File: src/rtl/usbh_rb_pkg.sv
package usbh_rb_pkg;

    typedef enum logic [1:0] {
        ACC_BYTE  = 2'd0,
        ACC_WORD  = 2'd1,
        ACC_DWORD = 2'd2,
        ACC_RSVD  = 2'd3
    } acc_size_e;

    // byte offsets inside the window
    localparam int OFS_CMD = 'h00;
    localparam int OFS_STS = 'h02;
    localparam int OFS_IEN = 'h04;
    localparam int OFS_FRN = 'h06;
    localparam int OFS_FLB = 'h08;
    localparam int OFS_SOF = 'h0C;

    // command bits
    localparam int CMD_RUN  = 0;
    localparam int CMD_HCR  = 1;
    localparam int CMD_GRST = 2;

    // status bits
    localparam int ST_XFER = 0;
    localparam int ST_UERR = 1;
    localparam int ST_RES  = 2;
    localparam int ST_HSE  = 3;
    localparam int ST_PERR = 4;
    localparam int ST_HALT = 5;
    localparam int ST_W    = 6;

    // interrupt enable bits
    localparam int IE_UERR  = 0;
    localparam int IE_RES   = 1;
    localparam int IE_XFER  = 2;
    localparam int IE_SHORT = 3;
    localparam int IEN_W    = 4;

    typedef enum logic [3:0] {
        RS_CMD, RS_STS, RS_IEN, RS_FRN, RS_FLB, RS_SOF,
        RS_UNB, RS_UNW, RS_UND
    } rsel_e;

    typedef struct packed {
        logic cmd;
        logic sts;
        logic ien;
        logic frn;
        logic flb;
        logic sof;
    } wr_strobe_t;

endpackage

File: src/rtl/usbh_rb_decode.sv
module usbh_rb_decode
    import usbh_rb_pkg::*;
#(
    parameter int ADDR_W = 5
) (
    input  logic              sel,
    input  logic              wr,
    input  logic [1:0]        size,
    input  logic [ADDR_W-1:0] addr,
    output wr_strobe_t        stb,
    output rsel_e             rsel
);

    localparam logic [ADDR_W-1:0] A_CMD = ADDR_W'(OFS_CMD);
    localparam logic [ADDR_W-1:0] A_STS = ADDR_W'(OFS_STS);
    localparam logic [ADDR_W-1:0] A_IEN = ADDR_W'(OFS_IEN);
    localparam logic [ADDR_W-1:0] A_FRN = ADDR_W'(OFS_FRN);
    localparam logic [ADDR_W-1:0] A_FLB = ADDR_W'(OFS_FLB);
    localparam logic [ADDR_W-1:0] A_SOF = ADDR_W'(OFS_SOF);

    always_comb begin
        rsel = RS_UND;
        unique case (acc_size_e'(size))
            ACC_BYTE:  rsel = (addr == A_SOF) ? RS_SOF : RS_UNB;
            ACC_WORD: begin
                if      (addr == A_CMD) rsel = RS_CMD;
                else if (addr == A_STS) rsel = RS_STS;
                else if (addr == A_IEN) rsel = RS_IEN;
                else if (addr == A_FRN) rsel = RS_FRN;
                else                    rsel = RS_UNW;
            end
            ACC_DWORD: rsel = (addr == A_FLB) ? RS_FLB : RS_UND;
            default:   rsel = RS_UND;
        endcase

        stb = '0;
        if (sel && wr) begin
            case (rsel)
                RS_CMD:  stb.cmd = 1'b1;
                RS_STS:  stb.sts = 1'b1;
                RS_IEN:  stb.ien = 1'b1;
                RS_FRN:  stb.frn = 1'b1;
                RS_FLB:  stb.flb = 1'b1;
                RS_SOF:  stb.sof = 1'b1;
                default: ;
            endcase
        end
    end

endmodule

File: src/rtl/usbh_rb_ctrl.sv
module usbh_rb_ctrl
    import usbh_rb_pkg::*;
#(
    parameter int NPORTS   = 2,
    parameter int FL_ALIGN = 12,
    parameter int SOF_RST  = 64
) (
    input  logic                  clk,
    input  logic                  rst_n,
    input  logic                  wr_cmd,
    input  logic                  wr_ien,
    input  logic                  wr_flb,
    input  logic                  wr_sof,
    input  logic [31:0]           wdata,
    output logic [15:0]           cmd_q,
    output logic [IEN_W-1:0]      ien_q,
    output logic [31-FL_ALIGN:0]  flb_q,
    output logic [7:0]            sof_q,
    output logic                  soft_rst,
    output logic                  run_start,
    output logic                  run_stop,
    output logic [NPORTS-1:0]     bus_reset,
    output logic                  hc_reset
);

    localparam int FLB_W = 32 - FL_ALIGN;

    typedef struct packed {
        logic [15:0]       cmd;
        logic [IEN_W-1:0]  ien;
        logic [FLB_W-1:0]  flb;
        logic [7:0]        sof;
        logic              gpend;
        logic              hcr;
    } ctrl_st_t;

    ctrl_st_t st_d, st_q;

    logic plain_cmd;

    assign plain_cmd = wr_cmd && !wdata[CMD_HCR] && !wdata[CMD_GRST] && !st_q.gpend;
    assign soft_rst  = st_q.gpend || (wr_cmd && wdata[CMD_HCR] && !wdata[CMD_GRST]);
    assign run_start = plain_cmd && wdata[CMD_RUN] && !st_q.cmd[CMD_RUN];
    assign run_stop  = plain_cmd && !wdata[CMD_RUN];

    always_comb begin
        st_d       = st_q;
        st_d.hcr   = soft_rst;
        st_d.gpend = 1'b0;
        if (soft_rst) begin
            st_d.cmd = '0;
            st_d.ien = '0;
            st_d.flb = '0;
            st_d.sof = 8'(SOF_RST);
        end else begin
            if (wr_cmd) begin
                if (wdata[CMD_GRST]) st_d.gpend = 1'b1;
                else                 st_d.cmd   = wdata[15:0];
            end
            if (wr_ien) st_d.ien = wdata[IEN_W-1:0];
            if (wr_flb) st_d.flb = wdata[31:FL_ALIGN];
            if (wr_sof) st_d.sof = wdata[7:0];
        end
    end

    always_ff @(posedge clk or negedge rst_n) begin
        if (!rst_n) begin
            st_q     <= '0;
            st_q.sof <= 8'(SOF_RST);
        end else begin
            st_q <= st_d;
        end
    end

    assign cmd_q     = st_q.cmd;
    assign ien_q     = st_q.ien;
    assign flb_q     = st_q.flb;
    assign sof_q     = st_q.sof;
    assign bus_reset = {NPORTS{st_q.gpend}};
    assign hc_reset  = st_q.hcr;

    a_r14_bus_reset_pulse: assert property (@(posedge clk) disable iff (!rst_n)
        (wr_cmd && wdata[CMD_GRST] && !st_q.gpend) |=> (bus_reset == {NPORTS{1'b1}}));

    a_r14_reset_after_pulse: assert property (@(posedge clk) disable iff (!rst_n)
        st_q.gpend |=> (st_q.cmd == '0 && st_q.sof == 8'(SOF_RST) && !st_q.gpend && st_q.hcr));

    a_r13_hcr_not_stored: assert property (@(posedge clk) disable iff (!rst_n)
        (wr_cmd && wdata[CMD_HCR] && !wdata[CMD_GRST]) |=> (st_q.cmd == '0 && hc_reset));

endmodule

File: src/rtl/usbh_rb_status.sv
module usbh_rb_status
    import usbh_rb_pkg::*;
(
    input  logic              clk,
    input  logic              rst_n,
    input  logic              soft_rst,
    input  logic              sts_wr,
    input  logic [ST_W-1:0]   w1c,
    input  logic              run_start,
    input  logic              run_stop,
    input  logic              tick,
    input  logic              running,
    input  logic [1:0]        cause_in,
    input  logic [3:0]        ev,
    input  logic [IEN_W-1:0]  ien,
    output logic [ST_W-1:0]   sts_q,
    output logic [1:0]        cause_q,
    output logic              irq
);

    logic [ST_W-1:0] sts_d;
    logic [1:0]      cause_d;

    always_comb begin
        sts_d   = sts_q;
        cause_d = cause_q;
        // software clears first, so events of the same edge survive
        if (sts_wr) begin
            sts_d = sts_d & ~w1c;
            if (w1c[ST_XFER]) cause_d = '0;
        end
        if (tick && !running) sts_d[ST_HALT] = 1'b1;
        if (run_start) sts_d[ST_HALT] = 1'b0;
        if (run_stop)  sts_d[ST_HALT] = 1'b1;
        if (tick && running && (cause_in != 2'b00)) begin
            cause_d          = cause_d | cause_in;
            sts_d[ST_XFER]   = 1'b1;
        end
        sts_d[ST_UERR] = sts_d[ST_UERR] | ev[0];
        sts_d[ST_RES]  = sts_d[ST_RES]  | ev[1];
        sts_d[ST_HSE]  = sts_d[ST_HSE]  | ev[2];
        sts_d[ST_PERR] = sts_d[ST_PERR] | ev[3];
        if (soft_rst) begin
            sts_d   = '0;
            cause_d = '0;
        end
    end

    always_ff @(posedge clk or negedge rst_n) begin
        if (!rst_n) begin
            sts_q   <= '0;
            cause_q <= '0;
        end else begin
            sts_q   <= sts_d;
            cause_q <= cause_d;
        end
    end

    always_comb begin
        irq = (cause_q[0]     && ien[IE_XFER])  ||
              (cause_q[1]     && ien[IE_SHORT]) ||
              (sts_q[ST_UERR] && ien[IE_UERR])  ||
              (sts_q[ST_RES]  && ien[IE_RES])   ||
              sts_q[ST_HSE] || sts_q[ST_PERR];
    end

    a_r2_stop_halts: assert property (@(posedge clk) disable iff (!rst_n)
        (run_stop && !soft_rst) |=> sts_q[ST_HALT]);

    a_r2_start_unhalts: assert property (@(posedge clk) disable iff (!rst_n)
        (run_start && !soft_rst) |=> !sts_q[ST_HALT]);

    a_r3_idle_tick_halts: assert property (@(posedge clk) disable iff (!rst_n)
        (tick && !running && !run_start && !soft_rst) |=> sts_q[ST_HALT]);

    a_r6_w1c_clears: assert property (@(posedge clk) disable iff (!rst_n)
        (sts_wr && w1c[ST_UERR] && !ev[0] && !soft_rst) |=> !sts_q[ST_UERR]);

    a_r7_cause_recorded: assert property (@(posedge clk) disable iff (!rst_n)
        (tick && running && cause_in != 2'b00 && !soft_rst)
        |=> (sts_q[ST_XFER] && ((cause_q & $past(cause_in)) == $past(cause_in))));

endmodule

File: src/rtl/usbh_rb_frame.sv
module usbh_rb_frame #(
    parameter int FRNUM_W = 11
) (
    input  logic               clk,
    input  logic               rst_n,
    input  logic               frn_wr,
    input  logic [FRNUM_W-1:0] wval,
    input  logic               halted,
    input  logic               tick,
    input  logic               running,
    output logic [FRNUM_W-1:0] frn_q
);

    logic [FRNUM_W-1:0] frn_d;
    logic               load_ok;

    assign load_ok = frn_wr && halted;

    always_comb begin
        frn_d = frn_q;
        if (load_ok)               frn_d = wval;
        else if (tick && running)  frn_d = frn_q + 1'b1;
    end

    always_ff @(posedge clk or negedge rst_n) begin
        if (!rst_n) frn_q <= '0;
        else        frn_q <= frn_d;
    end

    a_r4_frame_advance: assert property (@(posedge clk) disable iff (!rst_n)
        (tick && running && !load_ok) |=> (frn_q == FRNUM_W'($past(frn_q) + 1'b1)));

    a_r5_locked_when_running: assert property (@(posedge clk) disable iff (!rst_n)
        (frn_wr && !halted && !(tick && running)) |=> $stable(frn_q));

endmodule

File: src/rtl/usbh_regbank.sv
module usbh_regbank
    import usbh_rb_pkg::*;
#(
    parameter int NPORTS   = 2,
    parameter int ADDR_W   = 5,
    parameter int FRNUM_W  = 11,
    parameter int FL_ALIGN = 12,
    parameter int SOF_RST  = 64
) (
    input  logic               clk,
    input  logic               rst_n,
    input  logic               bus_sel,
    input  logic               bus_wr,
    input  logic [1:0]         bus_size,
    input  logic [ADDR_W-1:0]  bus_addr,
    input  logic [31:0]        bus_wdata,
    output logic [31:0]        bus_rdata,
    input  logic               frame_tick,
    input  logic [1:0]         frame_cause,
    input  logic [3:0]         evt_set,
    output logic               irq,
    output logic               run,
    output logic               hc_reset,
    output logic [NPORTS-1:0]  bus_reset,
    output logic [FRNUM_W-1:0] frame_num,
    output logic [31:0]        fl_base,
    output logic [7:0]         sof_timing
);

    localparam int FLB_W = 32 - FL_ALIGN;

    wr_strobe_t         stb;
    rsel_e              rsel;
    logic [15:0]        cmd_q;
    logic [IEN_W-1:0]   ien_q;
    logic [FLB_W-1:0]   flb_q;
    logic [7:0]         sof_q;
    logic               soft_rst, run_start, run_stop;
    logic [ST_W-1:0]    sts_q;
    logic [1:0]         cause_q;
    logic [FRNUM_W-1:0] frn_q;

    usbh_rb_decode #(.ADDR_W(ADDR_W)) u_decode (
        .sel  (bus_sel),
        .wr   (bus_wr),
        .size (bus_size),
        .addr (bus_addr),
        .stb  (stb),
        .rsel (rsel)
    );

    usbh_rb_ctrl #(
        .NPORTS   (NPORTS),
        .FL_ALIGN (FL_ALIGN),
        .SOF_RST  (SOF_RST)
    ) u_ctrl (
        .clk       (clk),
        .rst_n     (rst_n),
        .wr_cmd    (stb.cmd),
        .wr_ien    (stb.ien),
        .wr_flb    (stb.flb),
        .wr_sof    (stb.sof),
        .wdata     (bus_wdata),
        .cmd_q     (cmd_q),
        .ien_q     (ien_q),
        .flb_q     (flb_q),
        .sof_q     (sof_q),
        .soft_rst  (soft_rst),
        .run_start (run_start),
        .run_stop  (run_stop),
        .bus_reset (bus_reset),
        .hc_reset  (hc_reset)
    );

    usbh_rb_status u_status (
        .clk       (clk),
        .rst_n     (rst_n),
        .soft_rst  (soft_rst),
        .sts_wr    (stb.sts),
        .w1c       (bus_wdata[ST_W-1:0]),
        .run_start (run_start),
        .run_stop  (run_stop),
        .tick      (frame_tick),
        .running   (cmd_q[CMD_RUN]),
        .cause_in  (frame_cause),
        .ev        (evt_set),
        .ien       (ien_q),
        .sts_q     (sts_q),
        .cause_q   (cause_q),
        .irq       (irq)
    );

    usbh_rb_frame #(.FRNUM_W(FRNUM_W)) u_frame (
        .clk     (clk),
        .rst_n   (rst_n),
        .frn_wr  (stb.frn),
        .wval    (bus_wdata[FRNUM_W-1:0]),
        .halted  (sts_q[ST_HALT]),
        .tick    (frame_tick),
        .running (cmd_q[CMD_RUN]),
        .frn_q   (frn_q)
    );

    always_comb begin
        unique case (rsel)
            RS_CMD:  bus_rdata = {16'h0, cmd_q};
            RS_STS:  bus_rdata = 32'(sts_q);
            RS_IEN:  bus_rdata = 32'(ien_q);
            RS_FRN:  bus_rdata = 32'(frn_q);
            RS_FLB:  bus_rdata = {flb_q, {FL_ALIGN{1'b0}}};
            RS_SOF:  bus_rdata = {24'h0, sof_q};
            RS_UNB:  bus_rdata = 32'h0000_00FF;
            RS_UNW:  bus_rdata = 32'h0000_FF7F;
            default: bus_rdata = 32'hFFFF_FFFF;
        endcase
    end

    assign run        = cmd_q[CMD_RUN];
    assign frame_num  = frn_q;
    assign fl_base    = {flb_q, {FL_ALIGN{1'b0}}};
    assign sof_timing = sof_q;

    a_r9_unmaskable_irq: assert property (@(posedge clk) disable iff (!rst_n)
        ((evt_set[2] || evt_set[3]) && !soft_rst) |=> irq);

endmodule

File: config.mk
export PLATFORM = sky130hd
export DESIGN_NAME = usbh_regbank
export DESIGN_NICKNAME = d
export VERILOG_FILES = /design/src/rtl/usbh_rb_pkg.sv /design/src/rtl/usbh_rb_decode.sv /design/src/rtl/usbh_rb_ctrl.sv /design/src/rtl/usbh_rb_status.sv /design/src/rtl/usbh_rb_frame.sv /design/src/rtl/usbh_regbank.sv
export SDC_FILE = /design/constraint.sdc
export NUM_CORES = 1
export LEC_CHECK = 0
export CAP_MARGIN = 0
export CORE_ASPECT_RATIO = 2
export CORE_MARGIN = 3
export CORE_UTILIZATION = 49
export CTS_CLUSTER_SIZE = 20
export DETAILED_ROUTE_END_ITERATION = 7
export PLACE_DENSITY = 0.92
export SETUP_SLACK_MARGIN = 0.3
export SLEW_MARGIN = 20
export SYNTH_ARGS = -nofsm -noshare
export SYNTH_HDL_FRONTEND = slang
export SYNTH_SLANG_ARGS = --single-unit
File: constraint.sdc
create_clock -name clk -period 4.53 [get_ports clk]
set_clock_uncertainty 0.2 [all_clocks]
set_input_delay 0.906 -clock clk [delete_from_list [all_inputs] [get_ports clk]]
set_output_delay 0.906 -clock clk [all_outputs]
set_load 0.05 [all_outputs]
==> run metrics, run 1 <==
run status=finished clean; DRC=0; grt total ovfl=0; commonest non-fill, non-tap cell in the layout=clkdlybuf4s50_1; power per cell area=327.1 nW/µm²; row count=45; CP endpoint kind=primary output; fin crit period=4.117 ns; CTS Buffer Depth=2; WL per Instance=20.34 µm; Max FO, Critical Path=7; worst vdd ir=246.2 µV; area of the core=7657 µm²; Worst Path Class, Setup=in -> out; DRT Pass-1 Iters=5; post-synthesis cell area=3882 µm²; Reg2Reg Depth=3; final setup violating endpoints=0; post-route setup TNS=0 ns; reg-to-reg endpoint=u_ctrl.flb_q[19]; number of synthesized flops with an enable pin=0; hold-critical path depth=2; met3 routed WL=980 µm; FF+latch count, synth=68; Max Clk Rate=0.2429 GHz; first-pass GRT wire length=20.11 mm; max cap viols=0; Pleak=2.629 nW; Iteration-0 DRC Markers=363; worst rel slew slack=39.01%; Die Height=131.9 µm; Worst-Margin Slew=0.9081 ns; cell breakdown of the critical path=clkdlybuf4s50_1 -> or4_1 -> a22oi_2 -> mux2_2 -> o311ai_4 -> buf_12; Worst Setup SP=bus_addr[3]; synthesized area per cell=9.516 µm²; DR top layer=met4; RSZ-0062 raised after global routing=false; gr usage total=29.58%; slowest CP cell=or4_1; Final period util=90.89%; via count=3887; antenna violations before repair=0; Synth-to-Final Area Change=45.50%; number of global-route vias before repair=3939; DRT antenna net count=0; Die ar.=9092 µm²; Initial Util=50.70%; H-tree levels=3; max-slew violation count=0; Ys Warns=0; CP arrival=3.01 ns; Hold Buf Count CTS=0; dpl hpwl=9.267 mm; hold crit path type=reg -> reg; maximum number of pins on one net before global-route repair=40; flop2flop setup slack=2.34 ns; layout cells sized above 1=15.86%; Critical Path End=bus_rdata[3]; final hold violation count=0; CTS tree=done; Vias/cell=6.170; Syn Inst Count=408; io pins=138; filler instances=585; met2 routed WL=6.872 mm; gpl congestion=0.9050; Clock Latency Late Sink=0.34 ns; Req. time, crit path=3.42 ns; crit-path max cell delay=0.57 ns; most frequent cells in the layout=clkdlybuf4s50_1, dfrtp_1, nand2_1; crit path launch type=primary input; Final #Nets=582; clk root buf=clkbuf_16; top_reg_cell synth=dfrtp_1; Post-Route WL=12.82 mm; clk slew on worst S/H paths=0.05 ns; Synth cell types=56; sequential share of the synthesized area=43.86%; CTS sink cnt=68; Buffers on Ports=125; antenna cells=0; die width=68.94 µm; Min Hold Slack=0.3219 ns; wl on met1=4.281 mm; post-synthesis async set-or-reset flop share=100.0%; CTS Buf Count=9; Crit Reg-Reg Startpoint=u_ctrl.bus_reset[0]
## stage by stage
stage	utilization (%)	instances	cell area [µm²]	setup slack, ns	power [mW]
floorplan	-	419	3931	0.5774	0.8918
finish	73.77	630	5649	0.4129	1.848
global placement	69.18	614	5298	0.3066	1.057
CTS	73.58	630	5634	0.3121	1.845
global route	73.77	630	5649	0.3569	1.898
detailed placement	69.18	614	5298	0.3156	1.066
## power breakdown
| group | leakage (nW) | internal, mW | total (mW) | switching (mW) |
|---|---|---|---|---|
| clock network | 0.169 | 0.525 | 0.788 | 0.263 |
| registers | 0.911 | 0.635 | 0.663 | 0.0280 |
| logic | 1.55 | 0.149 | 0.398 | 0.249 |
## worst min-delay path by stage
stage	to	startpoint	slack [ns]
after floorplan	u_ctrl.cmd_q[3]	u_ctrl.cmd_q[3]	0.30
after global placement	u_ctrl.cmd_q[9]	u_ctrl.cmd_q[9]	0.31
after detailed placement	u_ctrl.cmd_q[11]	u_ctrl.cmd_q[11]	0.31
after CTS	u_ctrl.cmd_q[14]	u_ctrl.cmd_q[14]	0.32
after global routing	u_ctrl.cmd_q[14]	u_ctrl.cmd_q[14]	0.34
final	u_ctrl.cmd_q[14]	u_ctrl.cmd_q[14]	0.32
## critical path: cells and delay by family
kind                   cells  cell delay, ns
AOI/OAI and AO/OA          2            0.47
buffers and inverters      2            0.67
muxes                      1            0.39
and+or+nand+nor            1            0.57
## cell usage after synthesis (all sizes together) (5+ instances only)
master	count	area share (%)
clkbuf	20	1.9
o21ba	5	1.3
buf	22	3.8
a22oi	6	1.2
o21a	16	3.1
nor4	6	1.5
a32oi	6	1.4
and3	6	0.97
mux2i	38	9.8
a21oi	19	2.4
nand3	7	0.90
xor2	10	2.3
nand2	52	5.0
o21ai	13	1.7
dfrtp	67	43
nor3	6	0.77
nand4	8	1.3
nand3b	14	2.7
nor2	36	3.5
a21boi	5	0.97
## cell type report
class,instances,area (µm²),area share [%]
multi-input combinational,309,2028,35.90
sequential,68,1703,30.14
timing repair buffer,143,1464,25.91
clock buffer,12,266.5,4.718
tap,94,117.6,2.082
clock inverter,4,70.07,1.240
## state kept, by name, indices dropped and copies added, names as in the netlist
name	count
u_frame.frn_q	11
u_ctrl.cmd_q	15
u_ctrl.flb_q	20
u_status.sts_q	6
u_ctrl.bus_reset	1
u_ctrl.sof_q	8
u_ctrl.ien_q	4
u_ctrl.hc_reset	1
u_status.cause_q	2
## logic make-up after synthesis
| kind of cell | synth area share [%] |
|---|---|
| xor+xnor | 2.481 |
| mux | 10.09 |
| buf+inv | 5.704 |
| fa+ha+maj | 0.3222 |
| compound gates | 15.02 |
| simple gates | 22.43 |
| flops | 43.86 |
| other cells | 0.09659 |
## routing by layer
layer	track usage (%)	vias up
li1	-	1685
met1	33.48	1895
met2	49.47	248
met3	6.570	59
met4	15.85	0
met5	0	-
## what timing repair did
item,CTS,global route
hold endpoints to repair,0,0
buffers inserted,0,0
resized for setup,0,2
setup endpoints to repair,0,1
No activity file was read; power rests on OpenSTA's default activity.
==> run 2, diff against run 1 <==
- CAP_MARGIN: 0 -> 15
- PLACE_DENSITY: 0.92 -> not set
- PLACE_DENSITY_LB_ADDON: not set -> 0.3
==> run metrics, run 2 (synthesis gave the netlist of run 1 again) <==
Req. time, crit path=3.42 ns (about the same); DRT Pass-1 Iters=5 (unchanged); DRT antenna net count=0 (unchanged); worst vdd ir=233.2 µV (-5.3%); crit path launch type=primary input; die width=68.94 µm (unchanged); Vias/cell=6.045 (-2.0%); placed cell area=5290 µm² (-0.14%); dpl hpwl=8.737 mm (-5.7%); Synth-to-Final Area Change=43.73%; Die Height=131.9 µm (unchanged); Worst Hold End=u_ctrl.cmd_q[3]; CTS Buf Count=9 (unchanged); dpl cells=613 (-0.16%); Setup Buffers After CTS=0 (unchanged); final hold violation count=0 (unchanged); CTS tree=done; hold crit path type=reg -> reg; power per cell area=304.1 nW/µm² (-7.0%); Final period util=91.16% (+0.28 points); commonest non-fill, non-tap cell in the layout=clkdlybuf4s50_1; worst rel slew slack=45.74% (+6.7 points); Pwr Total=1.697 mW (-8.2%); io pins=138 (unchanged); fin crit period=4.130 ns (+0.01249 ns); antenna violations before repair=0 (unchanged); most frequent cells in the layout=clkdlybuf4s50_1, dfrtp_1, nand2_1; Clock Latency Late Sink=0.34 ns (about the same); flop2flop setup slack=2.37 ns (+0.03 ns); WL per Instance=19.05 µm (-6.3%); grt total ovfl=0 (unchanged); Worst Path Class, Setup=in -> out; Max FO, Critical Path=7 (unchanged); antenna cells=0 (unchanged); max-slew violation count=0 (unchanged); Buffers on Ports=125 (unchanged); fin area=5580 µm² (-1.2%); Initial Util=50.70% (unchanged); max FFs per register=20 (unchanged); Die ar.=9092 µm² (unchanged); CTS sink cnt=68 (unchanged); slowest CP cell=or4_1; crit-path max cell delay=0.56 ns (about the same); final setup violating endpoints=0 (unchanged); Min Hold Slack=0.3154 ns (-0.006464 ns); clk slew on worst S/H paths=0.05 ns (about the same); cell breakdown of the critical path=clkdlybuf4s50_1 -> or4_1 -> a22oi_2 -> mux2_2 -> o311ai_4 -> buf_12; gr usage total=27.68% (-1.9 points); CTS Buffer Depth=2 (unchanged); max cap viols=0 (unchanged); layout cells sized above 1=15.36% (-0.50 points); post-route setup TNS=0 ns (unchanged); Crit Reg-Reg Startpoint=u_ctrl.bus_reset[0]; Hold Buf Count CTS=0 (unchanged); clk root buf=clkbuf_16; CP endpoint kind=primary output; hold-critical path depth=2 (unchanged); H-tree levels=3 (unchanged); Worst-Margin Slew=0.8139 ns (-0.09416 ns); gpl congestion=0.8806 (-2.7%); row count=45 (unchanged); via count=3796 (-2.3%); maximum number of pins on one net before global-route repair=47 (+18%); Worst Hold Launch=u_ctrl.cmd_q[3]; Iteration-0 DRC Markers=242 (-33%); Post-Route WL=11.97 mm (-6.6%); reg-to-reg endpoint=u_ctrl.flb_q[12]; area of the core=7657 µm² (unchanged); Max Clk Rate=0.2422 GHz (-0.30%); number of global-route vias before repair=3787 (-3.9%); first-pass GRT wire length=18.86 mm (-6.2%); DRC=0 (unchanged); Pleak=2.593 nW (-1.4%); Reg2Reg Depth=3 (unchanged); Final #Nets=581 (-0.17%); run status=finished clean; Finished Layout Cells=628 (-0.32%); CP arrival=3.02 ns (about the same); RSZ-0062 raised after global routing=false
[run 2: worst max-delay path: cells and delay by family]
| family | cells | cell delay (ns) |
|---|---|---|
| buffers and inverters | 2 | 0.68 |
| multiplexers | 1 | 0.39 |
| AND/OR/NAND/NOR | 1 | 0.56 |
| AO/OA/AOI/OAI | 2 | 0.49 |
[run 2: timing repair]
action | CTS | global route
gates cloned | 0 | 0
setup endpoints to repair | 1 | 8
resized for setup | 1 | 2
pin swaps | 0 | 0
[run 2: area by class of cell]
| type | count | area [µm²] |
|---|---|---|
| multi-input cells | 309 | 2031 |
| clock inverters | 2 | 10.01 |
| fillers | 590 | 2077 |
| clock buffers | 13 | 260.3 |
| well taps | 94 | 117.6 |
| flip-flops and latches | 68 | 1703 |
| repair buffers | 142 | 1459 |
[run 2: per-stage QoR]
step	setup WS (ns)	utilization, %
after floorplan	0.5774	-
after global placement	0.2950	69.09
after detailed placement	0.2750	69.09
after CTS	0.3498	72.68
after global routing	0.3233	72.88
final	0.4004	72.88
[run 2: metal layers]
metal	up-vias	GRT usage [%]	share of wire [%]
li1	1680	-	-
met1	1836	31.81	35
met2	235	45.32	53
met3	45	6.911	8.1
met4	0	14.88	4.2
met5	-	0	0
[run 2: report_power, final]
| group | internal (mW) | total (mW) | switching, mW |
|---|---|---|---|
| combinational | 0.148 | 0.392 | 0.244 |
| sequential | 0.635 | 0.663 | 0.0282 |
| clock | 0.395 | 0.642 | 0.247 |
[run 2: how the worst max path moves through the flow]
stage               slack (ns)  cells past startpoint           end        start
floorplan                 0.58                      4  bus_rdata[3]  bus_addr[3]
global placement          0.29                      6  bus_rdata[3]  bus_addr[3]
detailed placement        0.27                      6  bus_rdata[3]  bus_addr[3]
CTS                       0.35                      6  bus_rdata[3]  bus_addr[3]
global route              0.32                      6  bus_rdata[3]  bus_addr[3]
finish                    0.40                      6  bus_rdata[3]  bus_addr[3]
